$ cat src/rtl/agc_pkg.sv
package agc_pkg;
  // Strobes from the loop controller to the datapath
  typedef struct packed {
    logic tick;
    logic incGain;
    logic decGain;
  } ctrlStrobes_t;
endpackage

$ cat src/rtl/agc_ctrl.sv
module agc_ctrl
  import agc_pkg::*;
#(
  parameter int LEVEL_W  = 8,
  parameter int SEL_W    = 3,
  parameter int BASE_EXP = 16
) (
  input  logic               clk,
  input  logic               rstN,
  input  logic               masterMode,
  input  logic [SEL_W-1:0]   timerSel,
  input  logic [LEVEL_W-1:0] levelByte,
  input  logic [LEVEL_W-1:0] refByte,
  output ctrlStrobes_t       strb
);
  localparam int CNT_W = BASE_EXP + (1 << SEL_W);

  logic [CNT_W-1:0] timerCnt;
  logic [CNT_W-1:0] lastCnt;
  logic             tickNow;

  assign lastCnt = (CNT_W'(1) << (BASE_EXP + int'(timerSel))) - CNT_W'(1);
  assign tickNow = masterMode && (timerCnt >= lastCnt);

  always_ff @(posedge clk) begin
    if (!rstN || !masterMode) begin
      timerCnt <= '0;
    end else if (tickNow) begin
      timerCnt <= '0;
    end else begin
      timerCnt <= timerCnt + CNT_W'(1);
    end
  end

  always_comb begin
    strb.tick    = tickNow;
    strb.incGain = tickNow && (levelByte < refByte);
    strb.decGain = tickNow && (levelByte > refByte);
  end


  tick_mode_chk: assert property (@(posedge clk) disable iff (!rstN)
    strb.tick |-> masterMode);

  step_excl_chk: assert property (@(posedge clk) disable iff (!rstN)
    $onehot0({strb.incGain, strb.decGain}));

  timer_idle_chk: assert property (@(posedge clk) disable iff (!rstN)
    !masterMode |=> (timerCnt == '0));
endmodule

$ cat src/rtl/agc_datapath.sv
module agc_datapath
  import agc_pkg::*;
#(
  parameter int SAMPLE_W = 8,
  parameter int GAIN_W   = 8
) (
  input  logic                clk,
  input  logic                rstN,
  input  logic [SAMPLE_W-1:0] iSample,
  input  logic [SAMPLE_W-1:0] qSample,
  input  logic                masterMode,
  input  logic [GAIN_W-1:0]   gainRef,
  input  logic                polarityPos,
  input  ctrlStrobes_t        strb,
  output logic [GAIN_W-1:0]   levelByte,
  output logic                pwmOut
);
  localparam int POWER_W = 2 * SAMPLE_W;
  localparam logic [GAIN_W-1:0] GAIN_INIT = GAIN_W'(1) << (GAIN_W - 1);

  logic signed [POWER_W-1:0] iSq, qSq;
  logic [POWER_W-1:0] powerNext, powerReg;
  logic [GAIN_W-1:0]  gainReg, pwmCnt, duty;
  logic               pwmRaw;

  assign iSq       = $signed(iSample) * $signed(iSample);
  assign qSq       = $signed(qSample) * $signed(qSample);
  assign powerNext = POWER_W'(iSq) + POWER_W'(qSq);
  assign levelByte = powerReg[POWER_W-1 -: GAIN_W];

  always_ff @(posedge clk) begin
    if (!rstN) powerReg <= '0;
    else       powerReg <= powerNext;
  end

  always_ff @(posedge clk) begin
    if (!rstN) begin
      gainReg <= GAIN_INIT;
    end else if (strb.incGain && (gainReg != '1)) begin
      gainReg <= gainReg + GAIN_W'(1);
    end else if (strb.decGain && (gainReg != '0)) begin
      gainReg <= gainReg - GAIN_W'(1);
    end
  end

  assign duty   = masterMode ? gainReg : gainRef;
  assign pwmRaw = (pwmCnt < duty);

  always_ff @(posedge clk) begin
    if (!rstN) begin
      pwmCnt <= '0;
      pwmOut <= 1'b0;
    end else begin
      pwmCnt <= pwmCnt + GAIN_W'(1);
      pwmOut <= polarityPos ? pwmRaw : !pwmRaw;
    end
  end


  gain_hold_chk: assert property (@(posedge clk) disable iff (!rstN)
    (!strb.incGain && !strb.decGain) |=> $stable(gainReg));

  gain_top_chk: assert property (@(posedge clk) disable iff (!rstN)
    (strb.incGain && gainReg == '1) |=> (gainReg == '1));

  gain_floor_chk: assert property (@(posedge clk) disable iff (!rstN)
    (strb.decGain && gainReg == '0) |=> (gainReg == '0));

  pwm_zero_chk: assert property (@(posedge clk) disable iff (!rstN)
    (duty == '0 && polarityPos) |=> !pwmOut);
endmodule

$ cat src/rtl/agc_pwm_loop.sv
module agc_pwm_loop
  import agc_pkg::*;
#(
  parameter int SAMPLE_W = 8,
  parameter int GAIN_W   = 8,
  parameter int SEL_W    = 3,
  parameter int BASE_EXP = 16
) (
  input  logic                clk,
  input  logic                rstN,
  input  logic [SAMPLE_W-1:0] iSample,
  input  logic [SAMPLE_W-1:0] qSample,
  input  logic                masterMode,
  input  logic [SEL_W-1:0]    timerSel,
  input  logic [GAIN_W-1:0]   gainRef,
  input  logic                polarityPos,
  output logic [GAIN_W-1:0]   levelOut,
  output logic                pwmOut
);
  ctrlStrobes_t strb;

  agc_ctrl #(
    .LEVEL_W(GAIN_W), .SEL_W(SEL_W), .BASE_EXP(BASE_EXP)
  ) ctrl_i (
    .clk(clk), .rstN(rstN), .masterMode(masterMode), .timerSel(timerSel),
    .levelByte(levelOut), .refByte(gainRef), .strb(strb)
  );

  agc_datapath #(
    .SAMPLE_W(SAMPLE_W), .GAIN_W(GAIN_W)
  ) dp_i (
    .clk(clk), .rstN(rstN), .iSample(iSample), .qSample(qSample),
    .masterMode(masterMode), .gainRef(gainRef), .polarityPos(polarityPos),
    .strb(strb), .levelByte(levelOut), .pwmOut(pwmOut)
  );
endmodule

$ cat config.mk
export PLATFORM = sky130hd
export DESIGN_NAME = agc_pwm_loop
export DESIGN_NICKNAME = d
export VERILOG_FILES = /design/src/rtl/agc_pkg.sv /design/src/rtl/agc_ctrl.sv /design/src/rtl/agc_datapath.sv /design/src/rtl/agc_pwm_loop.sv
export SDC_FILE = /design/constraint.sdc
export NUM_CORES = 1
export LEC_CHECK = 0
export ABC_CLOCK_PERIOD_IN_PS = 9700
export BUFFER_PORTS_ARGS = -buffer_cell sky130_fd_sc_hd__buf_4
export CORE_MARGIN = 2
export CORE_UTILIZATION = 60
export DETAILED_ROUTE_END_ITERATION = 16
export HOLD_SLACK_MARGIN = 0.02
export PLACE_DENSITY = 0.87
export SETUP_SLACK_MARGIN = 0.2
export SYNTH_ARGS = -nofsm -noshare
export SYNTH_HDL_FRONTEND = slang
export SYNTH_HIERARCHICAL = 1
export SYNTH_SLANG_ARGS = --single-unit
$ cat constraint.sdc
create_clock -name clk -period 9.7 [get_ports clk]
set_input_delay 0.485 -clock clk [delete_from_list [all_inputs] [get_ports clk]]
set_output_delay 0.485 -clock clk [all_outputs]
set_load 0.02 [all_outputs]
==> results of run 1 <==
-- through the flow --
stage	hold slack (ps)	worst slack (ps)	power, mW	instance area, um2
2_1_floorplan	426	4000	1.92	7390
3_3_place_gp	455	3870	2.25	7770
3_5_place_dp	452	3780	2.32	7770
4_1_cts	475	4060	2.54	7940
5_1_grt	505	3730	2.88	7940
6_report	471	4060	2.52	7940
-- worst max-delay path by stage --
stage	start	endpoint	slack, ps	cells past startpoint
2_1_floorplan	qSample[7]	dp_i/powerReg[13]	4000	16
6_report	qSample[7]	dp_i/powerReg[15]	4060	17
3_3_place_gp	qSample[7]	dp_i/powerReg[15]	3870	17
3_5_place_dp	qSample[7]	dp_i/powerReg[15]	3780	17
5_1_grt	qSample[7]	dp_i/powerReg[15]	3730	17
4_1_cts	qSample[7]	dp_i/powerReg[15]	4060	17
-- layout by cell type (no fill, tap or decap), drive strengths merged, types with 2 or more instances in the layout --
| cell | count |
|---|---|
| or3 | 7 |
| fa | 111 |
| ha | 85 |
| xor2 | 15 |
| nor4 | 4 |
| o22ai | 3 |
| inv | 158 |
| nand3b | 2 |
| a211oi | 13 |
| and2 | 25 |
| o21bai | 3 |
| and3 | 6 |
| a2111oi | 3 |
| nand2 | 37 |
| and4 | 9 |
| a21oi | 18 |
| mux2i | 13 |
| nor3 | 24 |
| dfxtp | 49 |
| o21ai | 11 |
| a31o | 4 |
| or2 | 5 |
| xnor2 | 32 |
| buf | 40 |
| nand2b | 3 |
| nor3b | 3 |
| or4 | 6 |
| nand3 | 19 |
| o221a | 2 |
| a21boi | 2 |
| nand4 | 13 |
| a21o | 8 |
| nor2 | 36 |
| o31ai | 6 |
| o21a | 9 |
| a31oi | 2 |
| nor2b | 13 |
| clkbuf | 7 |
-- power by group through the flow --
stage          Clock, mW  Sequential, mW  Combinational (mW)
2_1_floorplan          0           0.263                1.66
3_3_place_gp           0           0.253                1.99
3_5_place_dp           0           0.252                2.07
4_1_cts            0.205           0.248                2.09
5_1_grt            0.215           0.249                2.42
6_report           0.201           0.248                2.07
-- layer usage --
layer | GRT usage (%) | wire length, um
met5 | 0 | 0
met4 | 6.10 | 320
met3 | 3.32 | 492
met2 | 41.8 | 7130
met1 | 29.6 | 5980
-- critical path: cells and delay by family --
family	cells	cell delay [ps]
AO/OA/AOI/OAI	4	660
adder cells (fa/ha/maj)	7	3480
buffers and inverters	3	250
AND/OR/NAND/NOR	3	890
-- cell type report --
cell class,instances,area (um2)
clock inverters,1,30.0
clock buffers,7,143
flip-flops and latches,49,981
fillers,950,4070
inverters,158,593
well taps,147,184
multi-input cells,564,5710
repair buffers,40,300
-- sequential cells by signal, summed over array words and instances, names as in the netlist --
name	count
dp_i/gainReg	8
dp_i/pwmCnt	8
dp_i/powerReg	8
ctrl_i/timerCnt	24
dp_i/pwmOut	1
==> qor.yml, run 1 <==
drc: 0
cts_made_buffers: 5
min_path_type: "flop to flop"
worstRegToRegCells: 14
r2r_setup_slack_ps: 5840
crit_chain: "buf_4 > and2_1 > fa_1 > fa_1 > fa_1 > fa_1 > fa_1 > inv_1 > fa_1 > inv_1 > ha_1 > o21a_1 > o211a_1 > o221a_2 > nor3_1 > o21ai_0 > nor3b_2"
worstReg2RegStart: "ctrl_i/timerCnt[21]"
start_util_pct: 61.5
fin_crit_sh_pct: 58.2
fin_nets: 1045
ctsHoldBuffers: 0
first_pass_iters: 4
portBuffers: 39
path_common_cell: "fa_1"
totalWireLength_um: 13900
clockRootBuffer: "clkbuf_16"
grt_pass1_vias: 5682
die-height_um: 115
htreeDepth: 2
die_area_um2: 13200
holdPathEnd: "dp_i/pwmCnt[0]"
power_frac_comb_pct: 82.2
path_clk_slew_ps: 60
rsz0062_at_grt: "no"
cts_tree: "done"
fin_crit_ps: 5640
syn_nets: 1019
place_congestion: 0.870
slew_viol_final: 0
required_ps: 9850
post_drt_wl_per_cell_um: 14.4
syn_area_um2: 7390
path_class: "primary input to flop"
syn_inst: 792
p_per_area_nw_per_um2: 317
row_count: 40
critical_path.max_fanout: 14
finish.utilization_pct: 66.1
cp_data_arrival_time_ps: 5790
hold_violations: 0
worstSkewPairLatency_ps: 290
fin_tns_setup_ps: 0
p_int_mw: 1.32
maxCapViolCount: 0
drive_gt1_share_pct: 8.79
cts.path.max_buffers: 2
grt_usage_pct: 23.3
placed_cells: 958
fp.dieW_um: 115
start_kind: "primary input"
postCtsSetupRepairBufs: 0
dp.final_hpwl_um: 11600
critical_path.slowest_cell: "fa_1"
drtAntennaViolNets: 0
holdPathStages: 1
tightest_slew_ps: 846
setup_viol: 0
drt_iter0_markers: 222
cts_resized: 0
cts_sinks: 49
core_um2: 12000
seqPwrFrac_pct: 9.8
ir_drop_mv: 0.473
fmax_mhz: 177
slew_headroom_pct: 43.6
yosys_warnings: 6
final_cells: 966
cpPeakStageDelay_ps: 550
grt_max_degree: 25
power_switching_mw: 1.20
worstHoldStart: "dp_i/pwmCnt[0]"
worstSetupEndpointType: "flop"
antenna_cells: 0
clock_power_share_pct: 8.0
power.leakage_nw: 3.81
timing.rr.end: "dp_i/gainReg[7]"
grt_overflow_total: 0
avgSynthCellArea_um2: 9.33
via_count: 5405
antenna_found_initial: 0
swShare_pct: 47.5
outcome: "completed"
syn2layout_area_growth_pct: 7.43
grt_pass1_wl_um: 25000
vias_per_cell: 5.60
skew_ps: 7.36
top_level_ports: 40
Note: power is estimated with default switching activity, not from simulation.
==> inputs of run 2 (changes only) <==
- ABC_AREA: unset -> 1
- ABC_CLOCK_PERIOD_IN_PS: 9700 -> 5000
- CORE_UTILIZATION: 60 -> 58
- PLACE_DENSITY: 0.87 -> 0.88
- clock period: 9.7 -> 5 ns (I/O delays scaled with it)
==> run 2 against run 1 <==
Worst hold slack got worse by 220 ps. First-iteration DRC count increased by 84%. Final cell count increased by 29%. Sequential cell count unchanged. Register-to-register slack got worse by 3900 ps. Via count increased by 17%. Synthesized area increased by 4.4%. Count of clock-buffer cells in the layout decreased by 1. Critical path depth increased by 5. Critical endpoint unchanged.
==> qor.yml, run 2 <==
largest_reg_flops: 24
min_path_type: "primary input to flop"
start_util_pct: 58.7
grt_usage_pct: 23.8
required_ps: 5180
path_class: "primary input to flop"
startpoint: "iSample[1]"
layout_common_cells: "inv_1 (246), nand2_1 (200), fa_1 (104)"
syn_inst: 1016
syn2layout_area_growth_pct: 13.9
totalWireLength_um: 15800
worstReg2RegStart: "ctrl_i/timerCnt[0]"
top_register: "ctrl_i/timerCnt"
antenna_found_initial: 0
drc: 0
placed_cells: 1231
outcome: "completed"
avgSynthCellArea_um2: 7.59
timing.rr.end: "dp_i/gainReg[7]"
dp.final_hpwl_um: 13200
start_kind: "primary input"
slew_viol_final: 0
cp_data_arrival_time_ps: 4850
syn_nets: 1243
core_um2: 13100
htreeDepth: 2
yosys_warnings: 6
post_drt_wl_per_cell_um: 12.7
worstSetupEndpointType: "flop"
r2r_setup_slack_ps: 1960
cts_made_buffers: 5
die_area_um2: 14200
final_cells: 1242
setup_viol: 0
cts_tree: "done"
cts.path.max_buffers: 2
hold_violations: 0
via_count: 6299
grt_overflow_total: 0
fin_nets: 1293
fin_crit_sh_pct: 93.4
fmax_mhz: 214
clockRootBuffer: "clkbuf_16"
grt_pass1_wl_um: 27800
holdWs_ps: 252
vias_per_cell: 5.07
fin_crit_ps: 4670
drt_iter0_markers: 409
skew_ps: 3.45
rsz0062_at_grt: "no"
portBuffers: 39
layout_commonest_cell: "inv_1"
cts_sinks: 49
die-height_um: 119
row_count: 42
crit_path_end: "dp_i/powerReg[15]"
worstRegToRegCells: 18
antenna_cells: 0
fp.dieW_um: 119
place_congestion: 0.876
drtAntennaViolNets: 0
maxCapViolCount: 0
path_clk_slew_ps: 60
grt_max_degree: 25
first_pass_iters: 5
grt_pass1_vias: 6505
critical_path.max_fanout: 5
syn_area_um2: 7710
top_level_ports: 40
worstSkewPairLatency_ps: 280
drive_gt1_share_pct: 13.9
==> run 2: routing by layer <==
| layer | GRT usage (%) | wire length, um | share of wire, % | vias to the layer above |
|---|---|---|---|---|
| met2 | 43.9 | 8350 | 53 | 138 |
| li1 | - | - | - | 3130 |
| met1 | 28.6 | 6450 | 41 | 2989 |
| met3 | 3.50 | 606 | 3.8 | 42 |
| met4 | 7.28 | 410 | 2.6 | 0 |
| met5 | 0 | 0 | 0 | - |
==> run 2: worst min-delay path by stage <==
stage / startpoint / to / slack [ps] / depth (start not counted)
after floorplan: rstN / dp_i/pwmCnt[0] / 410 / 2
after global placement: ctrl_i/timerCnt[0] / ctrl_i/timerCnt[0] / 430 / 1
after detailed placement: ctrl_i/timerCnt[0] / ctrl_i/timerCnt[0] / 450 / 1
after CTS: polarityPos / dp_i/pwmOut / 260 / 3
after global routing: polarityPos / dp_i/pwmOut / 270 / 3
final: polarityPos / dp_i/pwmOut / 250 / 3
==> run 2: stage by stage <==
| stage | util, % | setup TNS [ps] | setup slack [ps] | cell area, um2 |
|---|---|---|---|---|
| 2_1_floorplan | - | 0 | 195 | 7860 |
| 3_3_place_gp | 63.8 | -44.7 | -44.7 | 8380 |
| 3_5_place_dp | 63.8 | -443 | -174 | 8380 |
| 4_1_cts | 65.2 | 0 | 207 | 8570 |
| 5_1_grt | 66.9 | 0 | 161 | 8790 |
| 6_report | 66.9 | 0 | 330 | 8790 |
==> run 2: cell type report <==
type,count,area [um2]
sequential,49,981
timing repair buffer,66,558
tap,176,220
clock buffer,6,129
inverter,258,986
multi-input combinational,686,5910
fill,1023,4350
clock inverter,1,8.76
==> run 2: repair_timing <==
item,4_1_cts,5_1_grt
pin swaps,4,46
gates resized for setup,12,55
buffers inserted,1,3
hold buffers,0,0
setup endpoints to repair,2,6
==> run 2: critical path, cell delays in order <==
cell and delay, ps:
buf_6 120, nand2_4 70, fa_2 600, inv_4 60, fa_1 480, fa_1 500
inv_1 60, fa_1 520, inv_2 50, fa_1 540, inv_1 60, fa_1 520
inv_1 60, ha_4 240, nand2_1 60, nor2_1 40, nor3_1 160, o21ai_1 120
a21oi_2 150, nand3_1 90, nand2_1 60, nor2_1 40
Power of run 2 is left out: the tool's default activity adds up to more than one toggle a clock period on the data nets, which glitch-free logic cannot reach.
==> inputs of run 3 (changes only) <==
- BUFFER_PORTS_ARGS: -buffer_cell sky130_fd_sc_hd__buf_4 -> -buffer_cell sky130_fd_sc_hd__buf_2
==> run 3 against run 2 <==
Count of clock-buffer cells in the layout decreased by 1. First-iteration DRC count increased by 9.3%. Die area unchanged. Sequential cell count unchanged. Routed wire length increased by 6.8%. Critical path depth increased by 1. Core utilization increased by 0.26 points. Critical endpoint unchanged.
==> qor.yml, run 3 (synthesis gave the netlist of run 2 again) <==
path_class: "primary input to flop"
critical_path.max_fanout: 6
maxCapViolCount: 0
dp.final_hpwl_um: 13200
fin_crit_ps: 4760
row_count: 42
totalWireLength_um: 16900
vias_per_cell: 5.15
fin_nets: 1305
ctsHoldBuffers: 0
core_um2: 13100
syn2layout_area_growth_pct: 14.4
min_path_type: "primary input to flop"
grt_usage_pct: 23.4
fillers: 996
htreeDepth: 2
drive_gt1_share_pct: 15.7
final_cells: 1255
clockRootBuffer: "clkbuf_16"
fmax_mhz: 210
cts_made_buffers: 5
setup_ws_ps: 243
drtAntennaViolNets: 0
cts_sinks: 49
fin_crit_sh_pct: 95.1
antenna_cells: 0
drt_iter0_markers: 447
post_drt_wl_per_cell_um: 13.5
setup_viol: 0
drc: 0
start_kind: "primary input"
die-height_um: 119
dp_slack_ps: -136
antenna_found_initial: 0
required_ps: 5180
postLayoutCellArea_um2: 8820
cpPeakStageDelay_ps: 590
grt_max_degree: 25
worstSetupEndpointType: "flop"
first_pass_iters: 5
top_register: "ctrl_i/timerCnt"
portBuffers: 39
layout_commonest_cell: "inv_1"
place_area_um2: 8360
die_area_um2: 14200
grt_pass1_vias: 6426
grt_pass1_wl_um: 27500
cp_data_arrival_time_ps: 4940
rsz0062_at_grt: "yes"
start_util_pct: 58.7
grt_overflow_total: 0
top_level_ports: 40
path_clk_slew_ps: 60
skew_ps: 6.90
layout_common_cells: "inv_1 (236), nand2_1 (199), fa_1 (106)"
largest_reg_flops: 24
place_congestion: 0.907
hold_violations: 0
placed_cells: 1239
cts.path.max_buffers: 2
cts_tree: "done"
outcome: "completed"
fp.dieW_um: 119
critical_path.slowest_cell: "fa_2"
crit_chain: "buf_6 > clkbuf_16 > nand2_4 > inv_4 > fa_2 > inv_2 > fa_1 > fa_2 > inv_2 > fa_1 > fa_1 > inv_2 > fa_1 > inv_2 > ha_4 > a21oi_2 > nor2_1 > nor3_1 > o21ai_1 > a21oi_2 > nand3_1 > nand2_1 > nor2_1"
slew_viol_final: 0
via_count: 6466
worstSkewPairLatency_ps: 290
==> run 3: repair_timing <==
action                                  CTS  global route
cloned                                    0             1
pin swaps                                 6            69
endpoints found under the setup margin    3             7
gates resized for setup                   6            71
buffers inserted                          0             7
==> run 3: stage by stage <==
step	hold slack, ps	setup TNS (ps)	util, %
2_1_floorplan	408	0	-
3_3_place_gp	432	-53.9	63.7
3_5_place_dp	445	-503	63.7
4_1_cts	226	0	64.9
5_1_grt	250	0	67.2
6_report	224	0	67.2
==> run 3: final cells by class <==
type	instances	area, um2	share of cell area (%)
Multi-Input combinational cell	686	5920	67.1
Sequential cell	49	981	11.1
Tap cell	176	220	2.50
Clock inverter	3	21.3	0.241
Timing Repair Buffer	78	566	6.41
Clock buffer	5	125	1.42
Inverter	258	991	11.2
==> run 3: per-layer routing <==
| metal | wire (um) | vias to the layer above | track usage [%] |
|---|---|---|---|
| li1 | - | 3145 | - |
| met4 | 626 | 0 | 6.62 |
| met1 | 6850 | 3102 | 28.9 |
| met3 | 748 | 54 | 3.02 |
| met5 | 0 | - | 0 |
| met2 | 8660 | 165 | 43.0 |
==> run 3: final timing paths <==
path / endpoint / from / depth (start not counted) / slack, ps
worst max-delay path: dp_i/powerReg[15] / qSample[7] / 23 / 240
worst min-delay path: dp_i/pwmOut / polarityPos / 3 / 220
worst max register to register: dp_i/gainReg[6] / ctrl_i/timerCnt[0] / 17 / 1940
worst min register to register: ctrl_i/timerCnt[0] / ctrl_i/timerCnt[0] / 1 / 460
==> run 3: critical path, delay by kind of cell <==
family,cells,cell delay (ps)
simple gates,6,490
fa+ha+maj,7,3330
buf+inv,7,490
compound gates,3,390
Power of run 3 is left out for the same reason.
